--- src/rtl/gpio_pkg.sv ---
package gpio_pkg;
  typedef enum logic [2:0] {
    SEL_DIR   = 3'd0,
    SEL_SENSE = 3'd1,
    SEL_BOTH  = 3'd2,
    SEL_EVENT = 3'd3,
    SEL_IE    = 3'd4,
    SEL_RAW   = 3'd5,
    SEL_MIS   = 3'd6,
    SEL_CLR   = 3'd7
  } ctl_sel_e;
endpackage

--- src/rtl/gpio_sync.sv ---
module gpio_sync #(
  parameter int unsigned W      = 8,
  parameter int unsigned STAGES = 2
) (
  input  logic         clk_i,
  input  logic         rst_ni,
  input  logic [W-1:0] async_i,
  output logic [W-1:0] sync_o,
  output logic [W-1:0] prev_o
);
  // one extra stage past the synchroniser keeps the previous value for edge detection
  logic [STAGES:0][W-1:0] stage_q;

  always_ff @(posedge clk_i or negedge rst_ni) begin
    if (!rst_ni) begin
      stage_q <= '0;
    end else begin
      stage_q[0] <= async_i;
      for (int s = 1; s <= STAGES; s++) stage_q[s] <= stage_q[s-1];
    end
  end

  assign sync_o = stage_q[STAGES-1];
  assign prev_o = stage_q[STAGES];
endmodule

--- src/rtl/gpio_irq_cell.sv ---
module gpio_irq_cell (
  input  logic clk_i,
  input  logic rst_ni,
  input  logic sync_i,
  input  logic prev_i,
  input  logic sense_i,
  input  logic both_i,
  input  logic event_i,
  input  logic clr_i,
  output logic raw_o,
  output logic edge_o,
  output logic hit_o
);
  logic rise, fall, level_act, edge_q;

  assign rise      = sync_i & ~prev_i;
  assign fall      = ~sync_i & prev_i;
  assign hit_o     = ~sense_i & (both_i ? (rise | fall) : (event_i ? rise : fall));
  assign level_act = event_i ? sync_i : ~sync_i;

  always_ff @(posedge clk_i or negedge rst_ni) begin
    if (!rst_ni)     edge_q <= 1'b0;
    else if (hit_o)  edge_q <= 1'b1;  // new event beats a same-cycle clear
    else if (clr_i)  edge_q <= 1'b0;
  end

  assign edge_o = edge_q;
  assign raw_o  = sense_i ? level_act : edge_q;
endmodule

--- src/rtl/gpio_regfile.sv ---
module gpio_regfile
  import gpio_pkg::*;
#(
  parameter int unsigned NLINES = 8,
  parameter int unsigned AW     = NLINES + 3
) (
  input  logic              clk_i,
  input  logic              rst_ni,
  input  logic [AW-1:0]     addr_i,
  input  logic              we_i,
  input  logic [NLINES-1:0] wdata_i,
  input  logic [NLINES-1:0] sync_i,
  input  logic [NLINES-1:0] raw_i,
  output logic [NLINES-1:0] data_o,
  output logic [NLINES-1:0] dir_o,
  output logic [NLINES-1:0] sense_o,
  output logic [NLINES-1:0] both_o,
  output logic [NLINES-1:0] event_o,
  output logic [NLINES-1:0] ie_o,
  output logic [NLINES-1:0] clr_o,
  output logic [NLINES-1:0] mis_o,
  output logic [NLINES-1:0] rdata_o
);
  // data window below REGION_BIT, control block above; needs NLINES >= 4
  localparam int unsigned REGION_BIT = NLINES + 2;

  logic              data_sel, ctl_hit;
  logic [NLINES-1:0] mask;
  ctl_sel_e          sel;
  logic [NLINES-1:0] data_q, dir_q, sense_q, both_q, event_q, ie_q;
  logic              unused_addr;

  assign data_sel    = ~addr_i[REGION_BIT];
  assign mask        = addr_i[NLINES+1:2];
  assign ctl_hit     = addr_i[REGION_BIT] && (addr_i[REGION_BIT-1:5] == '0);
  assign sel         = ctl_sel_e'(addr_i[4:2]);
  assign unused_addr = ^addr_i[1:0];

  always_ff @(posedge clk_i or negedge rst_ni) begin
    if (!rst_ni) begin
      data_q  <= '0;
      dir_q   <= '0;
      sense_q <= '0;
      both_q  <= '0;
      event_q <= '0;
      ie_q    <= '0;
    end else if (we_i) begin
      if (data_sel) begin
        data_q <= (data_q & ~mask) | (wdata_i & mask);
      end else if (ctl_hit) begin
        case (sel)
          SEL_DIR:   dir_q   <= wdata_i;
          SEL_SENSE: sense_q <= wdata_i;
          SEL_BOTH:  both_q  <= wdata_i;
          SEL_EVENT: event_q <= wdata_i;
          SEL_IE:    ie_q    <= wdata_i;
          default:   ;
        endcase
      end
    end
  end

  assign clr_o = (we_i && ctl_hit && sel == SEL_CLR) ? wdata_i : '0;
  assign mis_o = raw_i & ie_q;

  always_comb begin
    rdata_o = '0;
    if (data_sel) begin
      rdata_o = ((dir_q & data_q) | (~dir_q & sync_i)) & mask;
    end else if (ctl_hit) begin
      case (sel)
        SEL_DIR:   rdata_o = dir_q;
        SEL_SENSE: rdata_o = sense_q;
        SEL_BOTH:  rdata_o = both_q;
        SEL_EVENT: rdata_o = event_q;
        SEL_IE:    rdata_o = ie_q;
        SEL_RAW:   rdata_o = raw_i;
        SEL_MIS:   rdata_o = mis_o;
        default:   rdata_o = '0;
      endcase
    end
  end

  assign data_o  = data_q;
  assign dir_o   = dir_q;
  assign sense_o = sense_q;
  assign both_o  = both_q;
  assign event_o = event_q;
  assign ie_o    = ie_q;
endmodule

--- src/rtl/gpio_ctrl.sv ---
module gpio_ctrl #(
  parameter int unsigned NLINES      = 8,
  parameter int unsigned AW          = NLINES + 3,
  parameter int unsigned SYNC_STAGES = 2
) (
  input  logic              clk_i,
  input  logic              rst_ni,
  input  logic [AW-1:0]     addr_i,
  input  logic              we_i,
  input  logic [NLINES-1:0] wdata_i,
  output logic [NLINES-1:0] rdata_o,
  input  logic [NLINES-1:0] pad_i,
  output logic [NLINES-1:0] pad_o,
  output logic [NLINES-1:0] pad_oe_o,
  output logic              irq_o
);
  logic [NLINES-1:0] sync_w, prev_w, data_w, dir_w, sense_w, both_w, event_w;
  logic [NLINES-1:0] ie_w, clr_w, raw_w, edge_w, hit_w, mis_w;

  gpio_sync #(.W(NLINES), .STAGES(SYNC_STAGES)) u_sync (
    .clk_i   (clk_i),
    .rst_ni  (rst_ni),
    .async_i (pad_i),
    .sync_o  (sync_w),
    .prev_o  (prev_w)
  );

  for (genvar n = 0; n < NLINES; n++) begin : g_line
    gpio_irq_cell u_cell (
      .clk_i   (clk_i),
      .rst_ni  (rst_ni),
      .sync_i  (sync_w[n]),
      .prev_i  (prev_w[n]),
      .sense_i (sense_w[n]),
      .both_i  (both_w[n]),
      .event_i (event_w[n]),
      .clr_i   (clr_w[n]),
      .raw_o   (raw_w[n]),
      .edge_o  (edge_w[n]),
      .hit_o   (hit_w[n])
    );
  end

  gpio_regfile #(.NLINES(NLINES), .AW(AW)) u_regs (
    .clk_i   (clk_i),
    .rst_ni  (rst_ni),
    .addr_i  (addr_i),
    .we_i    (we_i),
    .wdata_i (wdata_i),
    .sync_i  (sync_w),
    .raw_i   (raw_w),
    .data_o  (data_w),
    .dir_o   (dir_w),
    .sense_o (sense_w),
    .both_o  (both_w),
    .event_o (event_w),
    .ie_o    (ie_w),
    .clr_o   (clr_w),
    .mis_o   (mis_w),
    .rdata_o (rdata_o)
  );

  assign pad_o    = data_w;
  assign pad_oe_o = dir_w;
  assign irq_o    = |mis_w;
endmodule

--- config.mk ---
export PLATFORM = sky130hd
export DESIGN_NAME = gpio_ctrl
export DESIGN_NICKNAME = d
export VERILOG_FILES = /design/src/rtl/gpio_pkg.sv /design/src/rtl/gpio_sync.sv /design/src/rtl/gpio_irq_cell.sv /design/src/rtl/gpio_regfile.sv /design/src/rtl/gpio_ctrl.sv
export SDC_FILE = /design/constraint.sdc
export NUM_CORES = 1
export LEC_CHECK = 0
export ABC_AREA = 1
export CORE_MARGIN = 2
export CORE_UTILIZATION = 63
export CTS_BUF_LIST = sky130_fd_sc_hd__clkbuf_4 sky130_fd_sc_hd__clkbuf_8 sky130_fd_sc_hd__clkbuf_16
export DETAILED_ROUTE_END_ITERATION = 10
export DONT_BUFFER_PORTS = 1
export GPL_ROUTABILITY_DRIVEN = 0
export PLACE_DENSITY = 0.79
export SYNTH_ARGS = -nofsm -noshare
export SYNTH_HDL_FRONTEND = slang
export SYNTH_SLANG_ARGS = --single-unit
export TNS_END_PERCENT = 1
--- constraint.sdc ---
create_clock -name clk_i -period 1.5 [get_ports clk_i]
set_input_delay 0.15 -clock clk_i [delete_from_list [all_inputs] [get_ports clk_i]]
set_output_delay 0.15 -clock clk_i [all_outputs]
set_load 0.02 [all_outputs]
---- After elaboration in Yosys (flattened, before gate mapping) ----
Cells that the tools add are included.
word-level totals
  input bits .............................. 30
  word-level logic and storage cells ...... 163
  bits in writable memories ............... 0
  latch bits .............................. 0
  memories kept ........................... 0
  bits in registers ....................... 80
  memory bits (read-only) ................. 0
cells by class
  $lt $le $gt $ge ......................... 0
  bitwise gates (word level) .............. 67
  equal/unequal tests ..................... 7
  divide/modulo/power cells ............... 0
  add/sub/neg operators ................... 0
  $mul .................................... 0
  reduce and logical (&&, ||, !) cells .... 20
  mux-type cells .......................... 52
  shift operators ......................... 0
operator list
  cell                count
  $pmux 8 s7          1
  $and 8x8->8         6
  $mux 1              48
  $not 1->1           25
  $and 1x1->1         24
  $mux 8              3
  $reduce_and 4->1    5
  $not 8->8           2
  $or 8x8->8          2
  $reduce_bool 2->1   8
  $eq 3x3->1 const B  4
  $or 1x1->1          8
  $reduce_or 8->1     1
  $eq 3x2->1 const B  2
  $logic_not 5->1     1
  $eq 3x1->1 const B  1
  $logic_and 1x1->1   3
  $logic_not 3->1     1
  $reduce_and 2->1    1

---- Longest topological paths before layout ----
  word-level depth ........................ 7
  depth in mapped cells ................... 9

---- Cells and area by module ----
From an unflattened synthesis, not the netlist that was laid out.
second synthesis, totals
  cells, all modules ...................... 605
  area total of the unflattened synthesis .. 4665.7 µm²
modules (own cells, without submodules)
  module         times used  seq. area each (µm²)  area each (µm²)  cells each
  gpio_regfile   1           1201.2                2887.8           382
  gpio_irq_cell  8           25.0                  125.1            21
  gpio_sync      1           600.6                 720.7            40
  gpio_ctrl      1           0.0                   56.3             15

---- Worst setup path before layout ----
Ideal clock, no wire load.
  kind .................................... input-to-output
  from .................................... in addr_i[2]
  to ...................................... out rdata_o[6]
  arrival ................................. 1133 ps
  data required time ...................... 1350 ps
  setup slack ............................. 217 ps
  stages on the path ...................... 9
  buffers on the path ..................... 2
  cell sequence ........................... buf_4 -> nor2_4 -> buf_4 -> nand3_1 -> o21ai_0 -> inv_1 -> nand3_1 -> nand2_1 -> nand2_1
on the way
  word-level cells in the longest chain between the ends .. 4
  elaborated cells between the ends (all ways) .. 10
RTL lines
  element                                   line                RTL
  start, declared                           gpio_ctrl.sv:8      input logic [AW-1:0] addr_i,
  $eq 3x3->1, or another cell as far along  gpio_regfile.sv:71  case (sel)
  $pmux 8 s7 *                              gpio_regfile.sv:71
  $mux 8 *                                  gpio_regfile.sv:70  end else if (ctl_hit) begin
  $mux 8 *                                  gpio_regfile.sv:68  if (data_sel) begin
  end, declared                             gpio_ctrl.sv:11     output logic [NLINES-1:0] rdata_o,
Every way passes the cells marked *; elsewhere a longest branch is shown, timed or not.

---- Worst setup path in the final report ----
  from .................................... reg u_regs.sense_q[4], in the netlist u_regs.sense_o[4]
  to ...................................... out irq_o
on the way
  word-level cells in the longest chain between the ends .. 3
RTL lines
  element                 line                 RTL
  start, declared         gpio_regfile.sv:30   logic [NLINES-1:0] data_q, dir_q, sense_q, both_q, event_q, ie_q;
  start signal, assigned  gpio_regfile.sv:53   SEL_SENSE: sense_q <= wdata_i;
  $mux 1                  gpio_irq_cell.sv:28  assign raw_o = sense_i ? level_act : edge_q;
  $and 8x8->8             gpio_regfile.sv:64   assign mis_o = raw_i & ie_q;
  $reduce_or 8->1         gpio_ctrl.sv:65      assign irq_o = |mis_w;
  end, declared           gpio_ctrl.sv:15      output logic irq_o
No other way between the ends.

==> metrics.txt <==
DP Worst Slack=91.9 ps; flop2flop setup slack=around 200 ps; Worst Tran Pin Value=403 ps; cell taking the most area after synthesis=dfrtp_1; skew final=between 9 and 10 ps; Core Region=around 0.0064 mm²; WL final=11.2 mm; Root Buffer Master=clkbuf_8; Power Density=between 800 and 900 mW/mm²; remaining global-route overflow=0; failing checks=negative hold slack, negative setup slack; DRC=0; hold slack=-510 ps; DP Area=between 0.004 and 0.005 mm²; Critical Path, Cell by Cell=or2_2 -> nand3_1 -> nand2_1 -> nor2_1 -> nand2_2; drt first-iter violations=around 370; Slew HR=between 70 and 80%; synth top area cells=dfrtp_1, nand2_1, nand3_1; placed cells=a little over 600; syn nets=between 500 and 600; sequential area share after synthesis=47.4%; status=finished with violations; Reg clk slew, reported paths=roughly 90 ps; clk_lat worst skew=between 300 and 400 ps; synthesized instance count=527; Total Die Area=between 0.007 and 0.008 mm²; layout net count=about 630; reg-to-reg startpoint=u_sync.sync_o[6]$_DFF_PN0_; CP max stage delay=410 ps; worst r2r path cells=6; Critical Path Start Type=flip-flop; area grow syn2layout=18.8%; worst flop-to-flop path endpoint=g_line[6].u_cell.edge_o$_DFFE_PN0P_; non-filler instance count after layout=666; DR vias/cell=5.85; Yosys cell types=26; Worst EP arrival=1470 ps; CTS tree=built; Clk pwr share=a little over a third; H-tree depth=3; Tmin final=1620 ps; Max Freq=0.618 GHz; VDD IR max=between 0.0006 and 0.0007 V; Worst Hold Class=input port to asynchronous set/reset pin; crit-path max FO=4; most frequent cell after synthesis=nand2_1; 1st-pass router iterations=5; CTS Buf Count=9; All-Layer GR Usage=about a third; complex-gate fraction of the synthesized area=~11%; crit share post-route=108%; Site Rows=29; Inserted Diodes=0; Syn Area/Cell=~8 µm²; Yosys Warn Count=0; crit path buf inv count=0; Post-synth EDFFs=0; Worst Path Required=roughly 1400 ps; async set or reset register ratio after synthesis=100%; initial antenna violation count=0; Ports=55; Largest delay share family, worst path=simple AND/OR/NAND/NOR gates; WL per Instance=around 17 µm; Yosys top cell area share=~47%; switching share of power=around 27%; Bufs on Longest Clock Path=2; # Max-Cap Violations=0; # hold bufs at CTS=24; Lkg Pwr=between 2 and 2.5 nW; vias=roughly 4000; Primary FF master, synth=dfrtp_1; die width=about 86 µm; WS Path Type=flip-flop to output port; Post-Synth XOR/XNOR Area=0%; mux share of post-synthesis cell area=0%; critical path endpoint category=output port; hold violation count in the final report=80; Starting Density=between 60 and 70%; Die H=~86 µm; post-DP HPWL=between 7 and 8 mm; Syn Std Cell Area=0.00422 mm²; slowest CP cell=dfrtp_1; vias in the first global route=around 3800; largest family of logic cells by synthesized area=simple AND/OR/NAND/NOR gates; Synth Area in Simple Gates=29.7%; unrepaired setup endpoints after global routing=true; Adder-Cell Fraction of Synth Area=under 10%; Worst Slack Setup Final=-119 ps; cell internal pwr=between 0.003 and 0.004 W; Combinational Power Share=between 10 and 15%; synthesized flop and latch total=80; Switch Pwr=roughly 0.0012 W; clk sink count=80; largest net degree at the start of global routing=slightly above 80; Seq pwr share=54.3%; final core utilization=78.1%; Port Buf Inserts=0; Setup Viol. Count Final=9; Final Max Tran Viols=0; most common library cells after synthesis=nand2_1, dfrtp_1, nand3_1; design area=0.00502 mm²; fraction of layout cells with a size suffix above 1=slightly above 20%; DRT antenna net count=0; first-pass GRT wire length=18.2 mm
worst max-delay path by stage:
stage | from | endpoint | slack [ps] | cells past startpoint
after global placement | u_regs.event_o[1]$_DFFE_PN0P_ | irq_o | 130 | 7
after CTS | u_regs.sense_o[7]$_DFFE_PN0P_ | irq_o | -130 | 5
after global routing | u_sync.sync_o[4]$_DFF_PN0_ | irq_o | -170 | 8
after floorplan | addr_i[2] | rdata_o[6] | 220 | 9
after detailed placement | u_regs.event_o[5]$_DFFE_PN0P_ | irq_o | 90 | 7
final | u_regs.sense_o[4]$_DFFE_PN0P_ | irq_o | -120 | 5
power groups by stage:
| stage | combinational [W] | sequential [W] | clock [W] |
|---|---|---|---|
| 3_3_place_gp | 0.000336 | 0.00242 | 0 |
| 3_5_place_dp | 0.000351 | 0.00243 | 0 |
| 6_report | 0.000452 | 0.00239 | 0.00156 |
| 5_1_grt | 0.000499 | 0.00240 | 0.00168 |
| 4_1_cts | 0.000429 | 0.00238 | 0.00158 |
| 2_1_floorplan | 0.000275 | 0.00241 | 0 |
metrics by stage:
step           total power, W  TNS (ps)
6_report              0.00440      -478
2_1_floorplan         0.00268         0
3_3_place_gp          0.00276         0
4_1_cts               0.00440      -633
3_5_place_dp          0.00278         0
5_1_grt               0.00458     -1310
cells in the final DEF, fill, tap and decap left out, types with 6 or more instances in the layout:
cell type,n
o21ai_2,14
dlygate4sd3_1,24
buf_4,36
inv_1,35
nand2_2,13
dfrtp_1,79
inv_2,18
ha_1,16
o21ai_1,21
nand2_1,154
nand4_1,15
o21ai_0,31
nand3_1,56
clkbuf_8,9
a22oi_1,6
a21oi_1,10
nor2_1,20
flip-flops by register name, indices dropped and copies added, names as in the netlist, named ones only:
| signal | flops |
|---|---|
| g_line.u_cell.edge_o | 8 |
| u_regs.both_o | 8 |
| u_regs.dir_o | 8 |
| u_regs.event_o | 8 |
| u_regs.ie_o | 8 |
| u_regs.sense_o | 8 |
| u_sync.prev_o | 8 |
| u_sync.stage_q | 8 |
| u_sync.sync_o | 8 |
final cells by class:
type	instances	area, µm²
inverter	53	199
sequential	80	2000
tap	77	96.3
clock inverter	6	70.1
multi-input combinational	379	1980
timing repair buffer	62	551
fill	446	1400
clock buffer	9	124
worst reg2reg max path, delay by kind of cell (launching register included):
family	cells	cell delay, ps
buffers and inverters	2	260
and+or+nand+nor	2	140
adders and majority gates	1	260
AOI/OAI and AO/OA	1	200
DFF	1	390
repair_timing:
action                                 in CTS  in global routing
cloned                                      0                  0
endpoints found under the hold margin     104                 80
pin swaps                                   3                 11
setup buffers                              10                  8
setup endpoints to repair                   9                  9
gates resized for setup                    14                 23
cells by family after synthesis:
group	Yosys count
AND/OR/NAND/NOR	281
AO/OA/AOI/OAI	82
flip-flops	80
buffers and inverters	68
adder cells (fa/ha/maj)	16
routing by layer:
metal | track usage [%] | routed length (µm) | vias to the layer above | share of wire [%]
li1 | - | - | 1846 | -
met1 | 43.7 | 4690 | 1844 | 42
met2 | 49.9 | 5350 | 177 | 48
met3 | 6.16 | 835 | 32 | 7.5
met4 | 13.3 | 314 | 0 | 2.8
met5 | 0 | 0 | - | 0
Note: power is estimated with default switching activity, not from simulation.
